File: src/rtl/ustep_pkg.sv
package ustep_pkg;

    localparam int IDX_W    = 6;
    localparam int QBITS    = IDX_W - 2;
    localparam int QTR      = 1 << QBITS;
    localparam int MAG_W    = 8;
    localparam int HOME_IDX = QTR / 2;
    localparam int NPH      = 2;

    typedef enum logic [1:0] {
        DECAY_SLOW  = 2'b00,
        DECAY_MIXED = 2'b01,
        DECAY_FAST  = 2'b10
    } decay_t;

    typedef enum logic [1:0] {
        RES_FULL      = 2'b00,
        RES_HALF      = 2'b01,
        RES_EIGHTH    = 2'b10,
        RES_SIXTEENTH = 2'b11
    } res_t;

    typedef enum logic [1:0] {
        ST_HOME = 2'b00,
        ST_IDLE = 2'b01,
        ST_LOAD = 2'b10
    } tstate_t;

    // quarter-wave sine, 255 full scale, k = 0..16
    function automatic logic [MAG_W-1:0] sine_code(input logic [QBITS:0] k);
        logic [MAG_W-1:0] v;
        case (k)
            5'd0:    v = 8'd0;
            5'd1:    v = 8'd25;
            5'd2:    v = 8'd50;
            5'd3:    v = 8'd74;
            5'd4:    v = 8'd98;
            5'd5:    v = 8'd120;
            5'd6:    v = 8'd142;
            5'd7:    v = 8'd162;
            5'd8:    v = 8'd180;
            5'd9:    v = 8'd197;
            5'd10:   v = 8'd212;
            5'd11:   v = 8'd225;
            5'd12:   v = 8'd236;
            5'd13:   v = 8'd244;
            5'd14:   v = 8'd250;
            5'd15:   v = 8'd254;
            default: v = 8'd255;
        endcase
        return v;
    endfunction

    localparam logic [MAG_W-1:0] HOME_MAG = 8'd180;

endpackage

File: src/rtl/ustep_index_step.sv
module ustep_index_step
    import ustep_pkg::*;
#(
    parameter int W = IDX_W
) (
    input  logic [W-1:0] idx,
    input  logic         dir,
    input  logic [1:0]   res,
    output logic [W-1:0] idx_next
);
    localparam int Q = 1 << (W - 2);

    logic [W-1:0] stride;

    always_comb begin
        unique case (res_t'(res))
            RES_FULL:      stride = W'(Q);
            RES_HALF:      stride = W'(Q / 2);
            RES_EIGHTH:    stride = W'(Q / 8);
            RES_SIXTEENTH: stride = W'(Q / 16);
            default:       stride = W'(1);
        endcase
    end

    // modulo-2^W wrap comes from the natural width
    assign idx_next = dir ? (idx - stride) : (idx + stride);

endmodule

File: src/rtl/ustep_phase_lut.sv
module ustep_phase_lut
    import ustep_pkg::*;
#(
    parameter int W      = IDX_W,
    parameter int OFFSET = 0
) (
    input  logic [W-1:0]     idx,
    output logic [MAG_W-1:0] mag,
    output logic             neg
);
    localparam int QB = W - 2;
    localparam int Q  = 1 << QB;

    logic [W-1:0]  eff;
    logic [1:0]    quad;
    logic [QB-1:0] ofs;
    logic [QB:0]   k;

    assign eff  = idx + W'(OFFSET);
    assign quad = eff[W-1 -: 2];
    assign ofs  = eff[QB-1:0];

    // odd quadrants run the quarter wave backwards
    assign k   = quad[0] ? ((QB+1)'(Q) - {1'b0, ofs}) : {1'b0, ofs};
    assign mag = sine_code(k);
    assign neg = quad[1];

endmodule

File: src/rtl/ustep_decay_pick.sv
module ustep_decay_pick
    import ustep_pkg::*;
(
    input  logic [MAG_W-1:0] new_mag,
    input  logic [MAG_W-1:0] old_mag,
    input  logic [1:0]       sel,
    output decay_t           decay
);
    always_comb begin
        if (new_mag < old_mag) begin
            unique case (sel)
                2'b00:   decay = DECAY_SLOW;
                2'b01:   decay = DECAY_MIXED;
                default: decay = DECAY_FAST;
            endcase
        end else begin
            decay = DECAY_SLOW;
        end
    end
endmodule

File: src/rtl/ustep_translator.sv
module ustep_translator
    import ustep_pkg::*;
(
    input  logic             clk,
    input  logic             rst_n,
    input  logic             step_in,
    input  logic             dir_in,
    input  logic [1:0]       res_sel,
    input  logic             home_req,
    input  logic [1:0]       decay_sel,
    output logic [MAG_W-1:0] a_mag,
    output logic             a_neg,
    output logic [1:0]       a_decay,
    output logic [MAG_W-1:0] b_mag,
    output logic             b_neg,
    output logic [1:0]       b_decay,
    output logic             step_done,
    output logic             home_flag
);
    tstate_t          state, state_nxt;
    logic             step_q;
    logic             step_rise;
    logic [IDX_W-1:0] idx, idx_next;

    logic [MAG_W-1:0] lut_mag [NPH];
    logic             lut_neg [NPH];
    decay_t           pick    [NPH];
    logic [MAG_W-1:0] mag_r   [NPH];
    logic             neg_r   [NPH];
    decay_t           dec_r   [NPH];

    assign step_rise = step_in & ~step_q;

    ustep_index_step #(.W(IDX_W)) u_step (
        .idx      (idx),
        .dir      (dir_in),
        .res      (res_sel),
        .idx_next (idx_next)
    );

    for (genvar g = 0; g < NPH; g++) begin : g_phase
        ustep_phase_lut #(.W(IDX_W), .OFFSET(g * QTR)) u_lut (
            .idx (idx),
            .mag (lut_mag[g]),
            .neg (lut_neg[g])
        );
        ustep_decay_pick u_pick (
            .new_mag (lut_mag[g]),
            .old_mag (mag_r[g]),
            .sel     (decay_sel),
            .decay   (pick[g])
        );
    end

    // state register
    always_ff @(posedge clk or negedge rst_n) begin
        if (!rst_n) state <= ST_HOME;
        else        state <= state_nxt;
    end

    // next-state logic
    always_comb begin
        state_nxt = state;
        unique case (state)
            ST_HOME: state_nxt = home_req ? ST_HOME : ST_IDLE;
            ST_IDLE: begin
                if (home_req)       state_nxt = ST_HOME;
                else if (step_rise) state_nxt = ST_LOAD;
            end
            ST_LOAD: state_nxt = home_req ? ST_HOME : ST_IDLE;
            default: state_nxt = ST_HOME;
        endcase
    end

    // position index; direction and resolution used only at the edge
    always_ff @(posedge clk or negedge rst_n) begin
        if (!rst_n) begin
            step_q <= 1'b0;
            idx    <= IDX_W'(HOME_IDX);
        end else begin
            step_q <= step_in;
            if (home_req)
                idx <= IDX_W'(HOME_IDX);
            else if (state == ST_IDLE && step_rise)
                idx <= idx_next;
        end
    end

    // outputs
    always_ff @(posedge clk or negedge rst_n) begin
        if (!rst_n) begin
            for (int p = 0; p < NPH; p++) begin
                mag_r[p] <= HOME_MAG;
                neg_r[p] <= 1'b0;
                dec_r[p] <= DECAY_MIXED;
            end
            step_done <= 1'b0;
            home_flag <= 1'b1;
        end else begin
            step_done <= 1'b0;
            if (home_req) begin
                for (int p = 0; p < NPH; p++) begin
                    mag_r[p] <= HOME_MAG;
                    neg_r[p] <= 1'b0;
                    dec_r[p] <= DECAY_MIXED;
                end
                home_flag <= 1'b1;
            end else if (state == ST_LOAD) begin
                for (int p = 0; p < NPH; p++) begin
                    mag_r[p] <= lut_mag[p];
                    neg_r[p] <= lut_neg[p];
                    dec_r[p] <= pick[p];
                end
                home_flag <= (idx == IDX_W'(HOME_IDX));
                step_done <= 1'b1;
            end
        end
    end

    assign a_mag   = mag_r[0];
    assign a_neg   = neg_r[0];
    assign a_decay = dec_r[0];
    assign b_mag   = mag_r[1];
    assign b_neg   = neg_r[1];
    assign b_decay = dec_r[1];

endmodule

File: config.mk
export PLATFORM = sky130hd
export DESIGN_NAME = ustep_translator
export DESIGN_NICKNAME = d
export VERILOG_FILES = /design/src/rtl/ustep_pkg.sv /design/src/rtl/ustep_index_step.sv /design/src/rtl/ustep_phase_lut.sv /design/src/rtl/ustep_decay_pick.sv /design/src/rtl/ustep_translator.sv
export SDC_FILE = /design/constraint.sdc
export NUM_CORES = 1
export LEC_CHECK = 0
export BUFFER_PORTS_ARGS = -buffer_cell sky130_fd_sc_hd__buf_2
export CORE_UTILIZATION = 57
export CTS_BUF_LIST = sky130_fd_sc_hd__clkbuf_16
export CTS_CLUSTER_DIAMETER = 50
export DETAILED_ROUTE_END_ITERATION = 8
export PLACE_DENSITY = 0.88
export RECOVER_POWER = 50
export SYNTH_ARGS = -nofsm -noshare
export SYNTH_HDL_FRONTEND = slang
export SYNTH_HIERARCHICAL = 1
export SYNTH_SLANG_ARGS = --single-unit
File: constraint.sdc
create_clock -name clk -period 7.7 [get_ports clk]
set_input_delay 0 -clock clk [delete_from_list [all_inputs] [get_ports clk]]
set_output_delay 0 -clock clk [all_outputs]
set_load 0.005 [all_outputs]
# Word-level counts from Yosys, hierarchy flattened

Memory sizes are Yosys's and may differ from the RTL's.
Cells that the tools add are included.

Add/subtract/negate cells: 5
$lt $le $gt $ge: 2
Equal/unequal tests: 8
Muxes and demuxes: 25
Bitwise logic cells: 2
Reductions and logical operators: 7

Operators with widths:

| kind                  | count |
|---|---|
| $mux W16              | 2 |
| $pmux W6 S4           | 1 |
| $mux W6               | 3 |
| $lt A8 B8 Y1          | 2 |
| $mux W8               | 2 |
| $mux W2               | 6 |
| $mux W5               | 2 |
| $sub A5 B4 Y5 const A | 2 |
| $mux W4               | 2 |
| $pmux W2 S2           | 2 |
| $add A6 B5 Y6 const B | 1 |
| $add A6 B6 Y6         | 1 |
| $eq A2 B1 Y1 const B  | 3 |
| $eq A2 B2 Y1 const B  | 3 |
| $eq A6 B4 Y1 const B  | 1 |
| $logic_not A2 Y1      | 3 |
| $sub A6 B6 Y6         | 1 |
| $mux W1               | 5 |
| $reduce_bool A2 Y1    | 2 |
| $ne A3 B3 Y1 const B  | 1 |
| $reduce_or A2 Y1      | 1 |
| $and A1 B1 Y1         | 1 |
| $logic_and A1 B1 Y1   | 1 |
| $not A1 Y1            | 1 |

Register bits: 33
ROM bits: 256
Input bits: 9
Output and inout bits: 24
Logic and storage cells: 62
Memories: 2

Memories:

| memory          | words | width | read ports | clocked after Yosys merged registers in | write ports | line            | RTL |
|---|---|---|---|---|---|---|---|
| (no name shown) | 16    | 8     | 1          | 0                                       | 0           | ustep_pkg.sv:32 | `case (k)` |
| (no name shown) | 16    | 8     | 1          | 0                                       | 0           | ustep_pkg.sv:32 |  |

# Longest topological paths before layout

Gate-level depths: netlist (run 1).
An unclocked memory read counts as a cell.

Depth in word-level cells: 9
Depth in mapped cells: 16
Mapped depth without buffers: 15

# Hierarchy

Netlist (run 1), hierarchy kept.

Modules (own cells, without submodules):

| module                              | times used | cells an instance | area an instance (µm²) | sequential area each (µm²) |
|---|---|---|---|---|
| ustep_translator                    | 1          | 132               | 1,368.8                | 840.8 |
| ustep_phase_lut at g_phase[1].u_lut | 1          | 55                | 406.6                  | 0.0 |
| ustep_decay_pick                    | 2          | 29                | 197.7                  | 0.0 |
| ustep_phase_lut at g_phase[0].u_lut | 1          | 47                | 335.3                  | 0.0 |
| ustep_index_step                    | 1          | 40                | 292.8                  | 0.0 |

# Least setup slack after synthesis (run 1)

Ideal clock, no wire load.

Path type: register to register
Start point: register idx[0]
End point: register dec_r (netlist bit b_decay[1])
Setup time: 136 ps
Arrival time: 3,043 ps
Required time: 7,564 ps
Path slack: 4,521 ps
Cell stages (with the launch flop): 16
Buffers on the path: 1
Period minus slack after synthesis: 3,179 ps
Path through: dfrtp_1 > buf_6 > inv_1 > ha_1 > mux2i_1 > inv_1 > ha_1 > or3_1 > a21oi_1 > o21ai_1 > ha_1 > nand2_1 > nor3_1 > a211oi_1 > nand2_1 > a21oi_1

RTL lines:

| what                           | line                    | RTL |
|---|---|---|
| start: declaration             | ustep_translator.sv:23  | `logic [IDX_W-1:0] idx, idx_next;` |
| start signal: assignment       | ustep_translator.sv:79  | `idx <= IDX_W'(HOME_IDX);` |
| start signal: assignment       | ustep_translator.sv:83  | `idx <= IDX_W'(HOME_IDX);` |
| start signal: assignment       | ustep_translator.sv:85  | `idx <= idx_next;` |
| end signal: indexed assignment | ustep_translator.sv:112 | `dec_r[p] <= pick[p];` |
| end: declaration               | ustep_translator.sv:30  | `decay_t dec_r [NPH];` |

==> summary.txt, run 1 <==
status = complete, but fails checks
Die ar. = 5195 um2
Std-Cell Rows = 25
Async SR Flop Fraction = 1.000
synth unique cells = 59
fillers = 386
area of the multi-input gates = 1752 um2
Crit-path slowest cell = dfrtp_1
CTS root buf = clkbuf_16
post-synth net total = 372
Worst VDD drop = 0.1320 mV
initial core utilization = 0.5926
worst path bufs/invs = 2
CP Data Arrival Time = 4.06 ns
R2R setup slack = 3.84 ns
Layout area overhead = 10.86%
Slew Viols, Final = 34
Worst Max-Slew Pin Slew = 1.822 ns
fin util = 0.6570
non-filler cells, final = 428
HPWL Detailed = 4263 um
chip height = 72.08 um
CP Cell Sequence = inv_1, ha_1, mux2i_1, inv_1, ha_1, nand2_1, o21ai_0, o31ai_1, ha_1, nand2_1, nor3_1, a211oi_1, nand2_1, a21oi_1
global-route wire length before repair = 10270 um
placed cell area = 2953 um2
LEAKAGE = 1.523 nW
RSZ-0062 raised after global routing = no
H-Tree Depth = 2
Clock Skews = 0.004842 ns
CTS clk-pin slew, worst paths = 0.05 ns
crit path time final = 3.863 ns
failing checks = max-capacitance violations, max-slew violations
core area = 4723 um2
grt total ovfl = 0
worst slack at placement = 3.889 ns
FF-to-FF End = b_decay[1]
Final Cycle Share = 0.5017
PwrDens = 157.9 nW/um2
FMAX = 258.9 MHz
family with the most delay on the worst path = adder cells
vias in the first global route = 2314
Synth Cell Area = 2799 um2
Total GRT Usage = 0.2512
DP Cell Count = 418
Startpoint Class = flip-flop
Post-synth EDFFs = 0
Tot Pwr = 0.4900 mW
die width = 72.08 um
Num CTS Buffers = 5
Hold Path Depth = 5
FF+latch area = 840.8 um2
hold crit path type = input port to flip-flop
drt wl/cell = 14.05 um
TritonCTS clock tree = yes
Max Root-Sink Buffers = 2
hold slack = 0.07499 ns
worst-case reg-to-reg path depth = 14
Worst Hold Path EP = a_decay[0]
# clock sinks = 33
final instance area = 3103 um2
most frequent cells in the layout = 64 x nand2_1, 33 x inv_1, 30 x ha_1, 27 x buf_2, 24 x a21oi_1
via/cell ratio = 5.752
WP depth = 14
Worst Setup SP = idx[0]
Yosys warnings = 6
Max Cap Viol = 1
Final nets = 400
Iteration-0 DRC Markers = 241
Fin. Hold Viols = 0
Antenna Violating Nets Remaining = 0
DR DRC count = 0
Pre-antenna DRT Iters = 4
Top FF cell, synth = dfrtp_1
Worst R2R Start = idx[0]
largest net degree at the start of global routing = 34
Fin Setup TNS = 0 ns
Syn Inst Count = 332
Seq/Total Area, Yosys = 0.3004
PortBufs = 32
worst-path maximum fanout = 22
mean post-synth cell area = 8.431 um2
worst setup path class = flip-flop to flip-flop
CTS resizes = 0
hold wc startpoint = decay_sel[0]
# setup viols final = 0
Final Wtd Congestion = 0.8519
initial antenna violation count = 0
most common cell after layout, fill and taps aside = nand2_1
crit path capture type = flip-flop
Top-Level Pins = 33
Worst-Skew Late Latency = 0.27 ns
final setup margin = 3.837 ns
number of diodes = 0
share of cells above drive strength 1 = 0.1440
WP data required = 7.89 ns
via count = 2462
Rel. slew slack = -0.2150
synthesized flop and latch total = 33
Largest stage delay, worst path = 0.86 ns
Routed WL = 6015 um
-- metal layers --
metal	wire length, um	up-vias	GRT usage
li1	-	1203	-
met1	2530	1155	0.2997
met2	3096	90	0.4559
met3	307	14	0.05278
met4	80	0	0.06754
met5	0	-	0
-- cell usage after synthesis, drive strengths merged, types with 3 or more instances --
library cell / n / area share
nand2: 65 / 0.088
inv: 31 / 0.042
ha: 30 / 0.13
a21oi: 24 / 0.043
nor2: 22 / 0.030
dfrtp: 21 / 0.19
o21ai: 15 / 0.028
dfstp: 12 / 0.11
nand3b: 12 / 0.032
mux2i: 10 / 0.036
buf: 9 / 0.027
a211oi: 8 / 0.030
nand3: 8 / 0.014
nor3: 6 / 0.013
nor2b: 5 / 0.011
clkbuf: 4 / 0.0054
or3: 4 / 0.011
xnor2: 4 / 0.015
xor2: 4 / 0.018
and3: 3 / 0.0067
nand2b: 3 / 0.0067
o21a: 3 / 0.0080
-- cells by family after synthesis --
logic type / share of synthesized area
buffers and inverters: 0.07375
xor gates and xnor gates: 0.03308
and+or+nand+nor: 0.2410
muxes: 0.03979
adders and majority gates: 0.1413
AOI/OAI and AO/OA: 0.1708
DFF: 0.3004
-- state kept, by name, summed over array words and instances, names as in the netlist --
register / cells
home_flag: 1
a_mag: 8
a_decay: 2
b_decay: 2
b_neg: 1
a_neg: 1
step_done: 1
state: 2
step_q: 1
b_mag: 8
idx: 6
-- worst register-to-register path, delay by kind of cell (launching register included) --
family | cells | cell delay, ns
mux | 1 | 0.28
buf+inv | 2 | 0.49
simple gates | 4 | 0.28
compound gates | 4 | 0.84
fa+ha+maj | 3 | 1.03
flops | 1 | 0.86
-- final cells by class --
class,count,share of cell area
clock buffers,5,0.04032
inverters,31,0.03750
multi-input cells,255,0.5645
well taps,67,0.02702
clock inverters,3,0.003629
repair buffers,34,0.05605
flip-flops and latches,33,0.2710
-- worst max path at each step --
stage / end
floorplan: b_decay[1]
global placement: b_decay[1]
detailed placement: b_decay[1]
CTS: b_decay[1]
global route: b_decay[0]
finish: b_decay[1]
-- what timing repair did --
action / in CTS / in global routing
setup buffers: 0 / 0
hold buffers: 2 / 0
hold endpoints to repair: 22 / 0
-- power breakdown --
| group | total, mW | internal (mW) | switching, mW |
|---|---|---|---|
| Sequential | 0.186 | 0.178 | 0.00757 |
| Clock | 0.185 | 0.116 | 0.0689 |
| Combinational | 0.119 | 0.0499 | 0.0693 |
| Total | 0.490 | 0.344 | 0.146 |
(Power assumes the default switching activity.)
==> run 2: changes to the inputs <==
- ABC_AREA: not set -> 1
- CORE_UTILIZATION: 57 -> 54
- PLACE_DENSITY: 0.88 -> 0.87
- clock period: 7.7 -> 3.3 ns (I/O delays scaled with it)
==> summary.txt, run 2 <==
Total GRT Usage = 0.2552 (was 0.2512)
global-route wire length before repair = 11110 um (was 10270 um)
CP Data Arrival Time = 3.15 ns (was 4.06 ns)
# setup viols final = 0 (unchanged)
hold wc startpoint = decay_sel[1] (was decay_sel[0])
Post-synth EDFFs = 0 (unchanged)
Yosys top cell by area = dfrtp_1 (unchanged)
chip height = 75.53 um (was 72.08 um)
Final Cycle Share = 0.8901 (was 0.5017)
H-Tree Depth = 2 (unchanged)
failing checks = max-capacitance violations, max-slew violations (unchanged)
status = complete, but fails checks (unchanged)
drt wl/cell = 12.39 um (was 14.05 um)
Hold Path Depth = 5 (unchanged)
synthesized flop and latch total = 33 (unchanged)
mean post-synth cell area = 6.710 um2 (was 8.431 um2)
FF-to-FF End = a_decay[0] (was b_decay[1])
largest net degree at the start of global routing = 34 (unchanged)
Final Wtd Congestion = 0.9131 (was 0.8519)
CTS root buf = clkbuf_16 (unchanged)
share of cells above drive strength 1 = 0.1151 (was 0.1440)
R2R setup slack = 0.36 ns (was 3.84 ns)
synth unique cells = 31 (was 59)
worst path bufs/invs = 2 (unchanged)
Pre-antenna DRT Iters = 4 (unchanged)
crit path capture type = flip-flop (unchanged)
Iteration-0 DRC Markers = 145 (was 241)
core area = 5172 um2 (was 4723 um2)
family with the most delay on the worst path = adder cells (unchanged)
worst-case reg-to-reg path depth = 16 (was 14)
crit path time final = 2.937 ns (was 3.863 ns)
Top-Level Pins = 33 (unchanged)
Routed WL = 6680 um (was 6015 um)
PortBufs = 32 (unchanged)
top post-synthesis cells by area = dfrtp_1 18%, nand2_1 17%, ha_1 13%, dfstp_2 11%, nand3_1 9.6% (was dfrtp_1 19%, ha_1 13%, dfstp_2 11%, nand2_1 8.6%, a21oi_1 4.3%)
most common cell after layout, fill and taps aside = nand2_1 (unchanged)
Clock Skews = 0.002283 ns (was 0.004842 ns)
FMAX = 340.5 MHz (was 258.9 MHz)
TritonCTS clock tree = yes (unchanged)
fillers = 455 (was 386)
via count = 2796 (was 2462)
worst-path maximum fanout = 8 (was 22)
# clock sinks = 33 (unchanged)
Worst Max-Slew Pin Slew = 1.776 ns (was 1.822 ns)
Tot Pwr = 1.460 mW (was 0.4900 mW)
number of diodes = 0 (unchanged)
Largest stage delay, worst path = 0.47 ns (was 0.86 ns)
Std-Cell Rows = 26 (was 25)
hold slack = 0.06796 ns (was 0.07499 ns)
Num CTS Buffers = 5 (unchanged)
Layout area overhead = 13.20% (was 10.86%)
hold crit path type = input port to flip-flop (unchanged)
WP data required = 3.51 ns (was 7.89 ns)
Antenna Violating Nets Remaining = 0 (unchanged)
Synth Cell Area = 2919 um2 (was 2799 um2)
PwrDens = 441.8 nW/um2 (was 157.9 nW/um2)
Final nets = 508 (was 400)
Slew Viols, Final = 34 (unchanged)
Worst R2R Start = idx[0] (unchanged)
CP Cell Sequence = inv_1, ha_1, nand2_2, nand2_1, ha_1, inv_1, nand3_1, nand2_1, nand3_1, ha_1, a21oi_1, o21a_1, nand2_1, nor2_1, nor3_1, nor2_1 (was inv_1, ha_1, mux2i_1, inv_1, ha_1, nand2_1, o21ai_0, o31ai_1, ha_1, nand2_1, nor3_1, a211oi_1, nand2_1, a21oi_1)
Die ar. = 5704 um2 (was 5195 um2)
most frequent cell after synthesis = nand2_1 (unchanged)
Max Root-Sink Buffers = 2 (unchanged)
Commonest cells post-synth = 136 x nand2_1, 62 x inv_1, 56 x nand3_1 (was 64 x nand2_1, 31 x inv_1, 30 x ha_1)
Async SR Flop Fraction = 1.000 (unchanged)
die width = 75.53 um (was 72.08 um)
LEAKAGE = 1.867 nW (was 1.523 nW)
Top FF cell, synth = dfrtp_1 (unchanged)
HPWL Detailed = 4779 um (was 4263 um)
Seq/Total Area, Yosys = 0.2880 (was 0.3004)
Crit-path slowest cell = dfrtp_1 (unchanged)
RSZ-0062 raised after global routing = no (unchanged)
vias in the first global route = 2554 (was 2314)
final instance area = 3304 um2 (was 3103 um2)
Yosys top cell area share = 0.1800 (was 0.1878)
Fin. Hold Viols = 0 (unchanged)
Startpoint Class = flip-flop (unchanged)
post-synth net total = 475 (was 372)
Worst VDD drop = 0.2847 mV (was 0.1320 mV)
Rel. slew slack = -0.1839 (was -0.2150)
worst setup path class = flip-flop to flip-flop (unchanged)
initial antenna violation count = 0 (unchanged)
Yosys warnings = 6 (unchanged)
Fin Setup TNS = 0 ns (unchanged)
via/cell ratio = 5.187 (was 5.752)
grt total ovfl = 0 (unchanged)
DR DRC count = 0 (unchanged)
CTS clk-pin slew, worst paths = 0.05 ns (about the same)
Worst-Skew Late Latency = 0.28 ns (was 0.27 ns)
initial core utilization = 0.5643 (was 0.5926)
most frequent cells in the layout = 136 x nand2_1, 62 x inv_1, 56 x nand3_1, 43 x nor2_1, 30 x ha_1 (was 64 x nand2_1, 33 x inv_1, 30 x ha_1, 27 x buf_2, 24 x a21oi_1)
Max Cap Viol = 1 (unchanged)
Syn Inst Count = 435 (was 332)
placed cell area = 3112 um2 (was 2953 um2)
Worst Hold Path EP = a_decay[1] (was a_decay[0])
-- run 2: cell types whose count changed in the layout (fill, tap and decap cells not counted), moves of 10 or more --
cell	previous run	this run
a21oi_1	24	11
nand2_1	64	136
inv_1	33	62
nand3_1	8	56
nor2_1	22	43
mux2i_1	10	0
-- run 2: final cells by class --
type                       instances  area [um2]  area share
inverter                          68       255.2     0.07724
timing repair buffer              35       170.2     0.05150
multi-input combinational        325        1760      0.5328
sequential                        33       840.8      0.2544
clock inverter                     3       65.06     0.01969
clock buffer                       5       125.1     0.03786
tap                               70       87.58     0.02651
-- run 2: tightest hold or removal path, stage by stage --
cell and delay [ns]:
buf_2 0.11, inv_1 0.06, nor2_1 0.04, nand2_1 0.05, nand2_1 0.04
-- run 2: kinds of logic after synthesis --
family	after synthesis	share of synthesized area
xor gates and xnor gates	5	0.01500
AOI/OAI and AO/OA	18	0.03857
adders and majority gates	31	0.1354
buffers and inverters	77	0.1089
DFF	33	0.2880
and+or+nand+nor	271	0.4141
-- run 2: how the worst max path moves through the flow --
| stage | end | startpoint | depth (start not counted) | slack (ns) |
|---|---|---|---|---|
| 5_1_grt | a_decay[0] | idx[0] | 16 | 0.12 |
| 4_1_cts | a_decay[0] | idx[0] | 16 | 0.41 |
| 3_5_place_dp | a_decay[0] | idx[0] | 16 | 0.42 |
| 6_report | a_decay[0] | idx[0] | 16 | 0.36 |
| 3_3_place_gp | a_decay[0] | idx[0] | 16 | 0.57 |
| 2_1_floorplan | a_decay[0] | idx[0] | 16 | 0.56 |
-- run 2: layer usage --
metal,GRT usage,vias up,part of all wire
li1,-,1428,-
met1,0.3033,1284,0.45
met2,0.4524,71,0.49
met3,0.05423,13,0.046
met4,0.09465,0,0.017
met5,0,-,0
-- run 2: through the flow --
| stage | util | std cells | worst slack, ns |
|---|---|---|---|
| finish | 0.6388 | 539 | 0.3628 |
| global route | 0.6388 | 539 | 0.1233 |
| CTS | 0.6422 | 539 | 0.4062 |
| detailed placement | 0.6016 | 529 | 0.4209 |
| global placement | 0.6016 | 529 | 0.5677 |
| floorplan | - | 435 | 0.5628 |
-- run 2: power breakdown --
group,internal (mW),total (mW),leakage (nW),switching (mW)
Clock,0.431,0.603,0.0938,0.172
Combinational,0.149,0.417,1.37,0.267
Sequential,0.419,0.441,0.399,0.0214
Total,1.00,1.46,1.87,0.460
-- run 2: what timing repair did --
item / 4_1_cts / 5_1_grt
setup buffers: 0 / 0
resized for setup: 0 / 0
hold buffers: 2 / 0
hold endpoints to repair: 22 / 0
